--- config.mk ---
export PLATFORM = sky130hd
export DESIGN_NAME = pcm_link_master
export DESIGN_NICKNAME = d
export VERILOG_FILES = /design/src/rtl/pcm_link_pkg.sv /design/src/rtl/pcm_bitclk_gen.sv /design/src/rtl/pcm_tx_serializer.sv /design/src/rtl/pcm_rx_deserializer.sv /design/src/rtl/pcm_link_master.sv
export SDC_FILE = /design/constraint.sdc
export NUM_CORES = 1
export LEC_CHECK = 0
export CAP_MARGIN = 20
export CORE_MARGIN = 2
export CORE_UTILIZATION = 54
export CTS_CLUSTER_SIZE = 10
export DETAILED_ROUTE_END_ITERATION = 7
export PLACE_DENSITY_LB_ADDON = 0.05
export SLEW_MARGIN = 10
export SYNTH_ARGS = -nofsm -noshare
export SYNTH_HDL_FRONTEND = slang
export SYNTH_SLANG_ARGS = --single-unit
--- constraint.sdc ---
create_clock -name clk -period 2.3 [get_ports clk]
set_input_delay 0.46 -clock clk [delete_from_list [all_inputs] [get_ports clk]]
set_output_delay 0.46 -clock clk [all_outputs]
set_load 0.01 [all_outputs]
--- src/rtl/pcm_link_pkg.sv ---
`timescale 1ns/1ps
package pcm_link_pkg;
    localparam int WORD_W  = 16;
    localparam int VOL_W   = 3;
    localparam int MULAW_W = 8;

    typedef enum logic {FMT_LINEAR = 1'b0, FMT_MULAW = 1'b1} fmt_e;

    typedef struct packed {
        fmt_e             fmt;
        logic             loop;
        logic [VOL_W-1:0] vol;
    } tx_cfg_t;

    // Fit a source sample into the outgoing slot for the selected format.
    function automatic logic [WORD_W-1:0] shape_word(
        input logic [WORD_W-1:0] src,
        input fmt_e              fmt,
        input logic [VOL_W-1:0]  vol
    );
        if (fmt == FMT_MULAW)
            return {src[WORD_W-1 -: MULAW_W], {(WORD_W-MULAW_W){1'b0}}};
        return {src[WORD_W-1:VOL_W], vol};
    endfunction
endpackage

--- src/rtl/pcm_bitclk_gen.sv ---
`timescale 1ns/1ps
module pcm_bitclk_gen #(
    parameter int HALF_DIV   = 2,
    parameter int FRAME_BITS = 256,
    parameter int BIT_W      = 8
) (
    input  logic             clk,
    input  logic             rst,
    output logic             sclk_o,
    output logic             fsync_o,
    output logic             rise_o,
    output logic             fall_o,
    output logic [BIT_W-1:0] idx_o,
    output logic [BIT_W-1:0] nxt_o
);
    localparam int HC_W = (HALF_DIV > 1) ? $clog2(HALF_DIV) : 1;
    localparam logic [BIT_W-1:0] LAST_IDX = BIT_W'(FRAME_BITS-1);

    logic [HC_W-1:0]  hcnt_q;
    logic             sclk_q;
    logic             fsync_q;
    logic [BIT_W-1:0] bcnt_q;
    logic             tick;

    assign tick    = (hcnt_q == HC_W'(HALF_DIV-1));
    assign rise_o  = tick & ~sclk_q;
    assign fall_o  = tick &  sclk_q;
    assign nxt_o   = (bcnt_q == LAST_IDX) ? '0 : bcnt_q + 1'b1;
    assign idx_o   = bcnt_q;
    assign sclk_o  = sclk_q;
    assign fsync_o = fsync_q;

    always_ff @(posedge clk) begin
        if (rst) begin
            hcnt_q  <= '0;
            sclk_q  <= 1'b0;
            bcnt_q  <= BIT_W'(FRAME_BITS-2);
            fsync_q <= 1'b0;
        end else begin
            hcnt_q <= tick ? '0 : hcnt_q + 1'b1;
            if (tick)
                sclk_q <= ~sclk_q;
            if (rise_o) begin
                bcnt_q  <= nxt_o;
                fsync_q <= (nxt_o == LAST_IDX);
            end
        end
    end

    AST_FSYNC_ON_RISE: assert property (@(posedge clk) disable iff (rst)
        !$stable(fsync_q) |-> $rose(sclk_q));
endmodule

--- src/rtl/pcm_tx_serializer.sv ---
`timescale 1ns/1ps
module pcm_tx_serializer
    import pcm_link_pkg::*;
#(
    parameter int FRAME_BITS = 256,
    parameter int BIT_W      = 8
) (
    input  logic              clk,
    input  logic              rst,
    input  logic              sclk_i,
    input  logic              rise_i,
    input  logic [BIT_W-1:0]  nxt_i,
    input  logic [WORD_W-1:0] word_i,
    output logic              dout_o,
    output logic              evt_o
);
    localparam logic [BIT_W-1:0] LAST_IDX = BIT_W'(FRAME_BITS-1);

    logic [WORD_W-1:0] sh_q;
    logic              dout_q;
    logic              evt_q;

    always_ff @(posedge clk) begin
        if (rst) begin
            sh_q   <= '0;
            dout_q <= 1'b0;
            evt_q  <= 1'b0;
        end else begin
            evt_q <= rise_i && (nxt_i == LAST_IDX);
            if (rise_i) begin
                if (nxt_i == LAST_IDX) begin
                    sh_q   <= word_i;
                    dout_q <= 1'b0;
                end else if (nxt_i < BIT_W'(WORD_W)) begin
                    dout_q <= sh_q[WORD_W-1];
                    sh_q   <= {sh_q[WORD_W-2:0], 1'b0};
                end else begin
                    dout_q <= 1'b0;
                end
            end
        end
    end

    assign dout_o = dout_q;
    assign evt_o  = evt_q;

    AST_DOUT_ON_RISE: assert property (@(posedge clk) disable iff (rst)
        !$stable(dout_q) |-> $rose(sclk_i));
    AST_EVT_ONE_CLK: assert property (@(posedge clk) disable iff (rst)
        evt_q |=> !evt_q);
endmodule

--- src/rtl/pcm_rx_deserializer.sv ---
`timescale 1ns/1ps
module pcm_rx_deserializer
    import pcm_link_pkg::*;
#(
    parameter int BIT_W = 8
) (
    input  logic              clk,
    input  logic              rst,
    input  logic              sclk_i,
    input  logic              fall_i,
    input  logic [BIT_W-1:0]  idx_i,
    input  logic              din_i,
    input  logic              ready_i,
    output logic [WORD_W-1:0] data_o,
    output logic              valid_o
);
    logic [WORD_W-2:0] sh_q;
    logic [WORD_W-1:0] data_q;
    logic              valid_q;
    logic              in_window;
    logic              done;

    assign in_window = fall_i && (idx_i < BIT_W'(WORD_W));
    assign done      = fall_i && (idx_i == BIT_W'(WORD_W-1));

    always_ff @(posedge clk) begin
        if (rst) begin
            sh_q    <= '0;
            data_q  <= '0;
            valid_q <= 1'b0;
        end else begin
            if (in_window)
                sh_q <= {sh_q[WORD_W-3:0], din_i};
            if (done)
                data_q <= {sh_q, din_i};
            if (done)
                valid_q <= 1'b1;
            else if (ready_i)
                valid_q <= 1'b0;
        end
    end

    assign data_o  = data_q;
    assign valid_o = valid_q;

    AST_VALID_HELD: assert property (@(posedge clk) disable iff (rst)
        valid_q && !ready_i |=> valid_q);
    AST_DATA_ON_FALL: assert property (@(posedge clk) disable iff (rst)
        !$stable(data_q) |-> $fell(sclk_i));
endmodule

--- src/rtl/pcm_link_master.sv ---
`timescale 1ns/1ps
module pcm_link_master
    import pcm_link_pkg::*;
#(
    parameter int HALF_DIV   = 2,
    parameter int FRAME_BITS = 256
) (
    input  logic        clk,
    input  logic        rst,
    input  logic        fmt_mulaw,
    input  logic        loop_en,
    input  logic [2:0]  rx_vol,
    input  logic [15:0] tx_word,
    input  logic        tx_load,
    input  logic        pcm_din,
    input  logic        rx_ready,
    output logic        sclk,
    output logic        fsync,
    output logic        pcm_dout,
    output logic [15:0] rx_data,
    output logic        rx_valid,
    output logic        frm_evt
);
    localparam int BIT_W = $clog2(FRAME_BITS);

    logic              rise, fall;
    logic [BIT_W-1:0]  idx, nxt;
    logic [WORD_W-1:0] hold_q;
    logic [WORD_W-1:0] next_word;
    tx_cfg_t           cfg;

    assign cfg       = '{fmt: fmt_e'(fmt_mulaw), loop: loop_en, vol: rx_vol};
    assign next_word = shape_word(cfg.loop ? rx_data : hold_q, cfg.fmt, cfg.vol);

    always_ff @(posedge clk) begin
        if (rst)
            hold_q <= '0;
        else if (tx_load)
            hold_q <= tx_word;
    end

    pcm_bitclk_gen #(.HALF_DIV(HALF_DIV), .FRAME_BITS(FRAME_BITS), .BIT_W(BIT_W)) u_clk (
        .clk(clk), .rst(rst), .sclk_o(sclk), .fsync_o(fsync),
        .rise_o(rise), .fall_o(fall), .idx_o(idx), .nxt_o(nxt)
    );

    pcm_tx_serializer #(.FRAME_BITS(FRAME_BITS), .BIT_W(BIT_W)) u_tx (
        .clk(clk), .rst(rst), .sclk_i(sclk), .rise_i(rise), .nxt_i(nxt),
        .word_i(next_word), .dout_o(pcm_dout), .evt_o(frm_evt)
    );

    pcm_rx_deserializer #(.BIT_W(BIT_W)) u_rx (
        .clk(clk), .rst(rst), .sclk_i(sclk), .fall_i(fall), .idx_i(idx),
        .din_i(pcm_din), .ready_i(rx_ready), .data_o(rx_data), .valid_o(rx_valid)
    );

    AST_EVT_AT_SYNC: assert property (@(posedge clk) disable iff (rst)
        frm_evt |-> $rose(fsync));
endmodule

==> key figures <==
Timing
  – Max Fclk: 0.484 GHz
  – Unrepaired setup endpoints after global routing: no
  – Final Skew: 0.00799 ns
  – Final hold slack: 0.454 ns
  – Worst-Margin Slew: 0.618 ns
  – Fin crit period: 2.06 ns
  – Crit share post-route: 89.8%
  – Relative slew slack: 58.7%
  – TNS Setup: 0 ns
  – Max Slew Vio Count: 0
  – Final setup vio count: 0
  – Fin. Hold Viols: 0

Cells and area
  – Diodes inserted: 0
  – Layout Utilization: 68.2%
  – Share of layout cells above drive strength 1: 16.4%
  – Final Non-Filler Cells: 466
  – Fin nets: 414
  – Area of the multi-input gates: 1690 sq um
  – Fill cells: 503
  – Register Area: 1480 sq um
  – Synth-to-layout area growth: 22.0%
  – Post-route cell area: 4060 sq um

Logic synthesis
  – Ys Warns: 0
  – Post-synth top flop: dfxtp_1
  – Seq/Total Area, Yosys: 44.5%
  – Syn_nets: 368
  – Post-synth top cells: dfxtp_1 (74), mux2i_1 (48), nand2_1 (43)
  – Syn Inst Count: 340
  – Post-synth EDFFs: 0
  – Syn Std Cell Area: 3330 sq um
  – Synth area leader: dfxtp_1
  – Count leader, synth: dfxtp_1
  – Proportion of netlist area held by the largest area contributor: 44.5%
  – Syn avg cell area: 9.79 sq um
  – Async SR Flop Fraction: 0%
  – Yosys cell types: 46
  – Post-synthesis register bit count: 74
  – Synth area leaders: dfxtp_1 (45%), mux2i_1 (14%), nand2_1 (4.8%), o2bb2ai_2 (4.5%), nor2_1 (4.2%)

Placed design
  – Placed Instances: 450
  – Gp weighted congestion: 0.893
  – Placed inst area: 3870 sq um
  – PortBufs: 43
  – Detailed Place HPWL: 4.84 mm

Routing
  – Drt wl/cell: 15.0 um
  – Final ANT Viol Nets: 0
  – Vias: 2558
  – Wirelength, routed: 6.99 mm
  – Post-DR vias/cell: 5.49
  – Initial DRC count: 96
  – Residual DRC: 0
  – DR pass1 iterations: 4

GRT
  – Grt total ovfl: 0
  – First-pass GRT wire length: 11.3 mm
  – Vias in the first global route: 2350
  – Initial antenna violation count: 0
  – Total Routing Usage GR: 22.0%
  – Largest net degree at the start of global routing: 35

Floorplan
  – Die H: 82.5 um
  – Initial Utilization: 55.9%
  – IO Count: 47
  – Floorplan core area: 5960 sq um
  – Die ar.: 6810 sq um
  – DIE WIDTH: 82.5 um
  – Row Count: 28

Worst setup path
  – Startpoint types: flip-flop
  – CP max FO: 15
  – Worst setup EP type: flip-flop
  – Crit Path Class: reg -> reg
  – Worst Path Required: 2.57 ns
  – Worst EP arrival: 2.34 ns

Clocking
  – CTS tree: yes
  – H-tree depth: 3
  – Root buffer cell: clkbuf_8
  – Setup bufs post-CTS: 0
  – Max Root-Sink Buffers: 2
  – Post-cts sizing count: 0
  – Clock latency on the worst-skew pair: 0.34 ns
  – Hold Buf Count CTS: 0
  – Num CTS Buffers: 9
  – Worst-path clk slew: 0.08 ns
  – Clock Sinks: 74

Min path
  – Hold Path Class: reg -> reg

Power
  – Power per cell area: 691 nW/um^2
  – VDD IR max: 0.424 mV
  – P_leak: 1.58 nW

Outcome
  – Status: finished, final reports clean

Run
  – MaxCap Viol Count: 0
-- layer usage --
metal / vias to the layer above / global-route usage [%] / wire, um
met2: 37 / 36.6 / 3440
met3: 8 / 5.98 / 238
met1: 1227 / 27.7 / 3240
met4: 0 / 6.89 / 76
li1: 1286 / - / -
met5: - / 0 / 0
-- critical path, stage by stage, from the launching register on --
cell       delay [ns]
dfxtp_1          0.54
nand4_1          0.22
a2111o_1         0.44
o211ai_2         0.09
nand2b_1         0.11
a211o_1          0.30
buf_12           0.16
o2bb2ai_1        0.12
-- flip-flops by register name, indices dropped and copies added, names as in the netlist --
| register | count |
|---|---|
| u_rx.data_o | 16 |
| u_clk.fsync_o | 1 |
| u_tx.sh_q | 16 |
| u_clk.idx_o | 8 |
| u_rx.valid_o | 1 |
| u_tx.evt_o | 1 |
| u_rx.sh_q | 15 |
| u_tx.dout_o | 1 |
| u_clk.sclk_o | 1 |
| u_clk.hcnt_q | 1 |
| hold_q | 13 |
-- placed cells by master, fill, tap and decap left out, types with 3 or more instances in the layout --
cell type,netlist,routed
mux2i_1,48,48
inv_1,4,4
nor2b_1,3,3
and3_1,5,5
xor2_1,3,3
a21oi_1,25,25
o21ai_0,4,4
nand2_1,43,43
clkbuf_8,0,9
buf_4,4,16
o2bb2ai_1,5,5
nand4_1,4,4
and2_1,3,3
nand2b_1,4,4
clkdlybuf4s50_1,0,42
o2bb2ai_2,10,10
nor2_1,37,37
dfxtp_1,74,74
nand3_1,5,5
mux2_2,8,8
-- kinds of logic after synthesis --
kind of cell,after synthesis,synth area share (%)
and+or+nand+nor,117,17.1
DFF,74,44.5
AOI/OAI and AO/OA,58,15.0
muxes,56,17.1
buffers and inverters,30,4.70
xor gates and xnor gates,3,0.790
adders and majority gates,2,0.752
-- power breakdown --
group / internal, mW / switching [mW]
Clock: 0.505 / 0.493
Sequential: 1.31 / 0.0299
Combinational: 0.227 / 0.238
-- final cells by class --
cell class	instances	area share [%]
multi-input combinational	236	41.6
tap	75	2.31
sequential	74	36.5
inverter	4	0.370
clock buffer	10	3.14
timing repair buffer	61	14.4
clock inverter	6	1.63
-- final timing paths --
kind / depth (start not counted) / start / slack [ns] / endpoint
max: 7 / u_clk.idx_o[2] / 0.24 / u_tx.sh_q[4]
min: 2 / u_tx.dout_o / 0.45 / u_tx.dout_o
max reg2reg: 7 / u_clk.idx_o[2] / 0.24 / u_tx.sh_q[4]
min reg2reg: 2 / u_tx.dout_o / 0.45 / u_tx.dout_o
-- metrics by stage --
step | setup slack (ns) | total power [mW]
floorplan | 0.215 | 1.69
global placement | 0.280 | 1.83
detailed placement | 0.252 | 1.84
CTS | 0.225 | 2.83
global route | 0.0527 | 2.92
finish | 0.235 | 2.81
(Power assumes the default switching activity.)
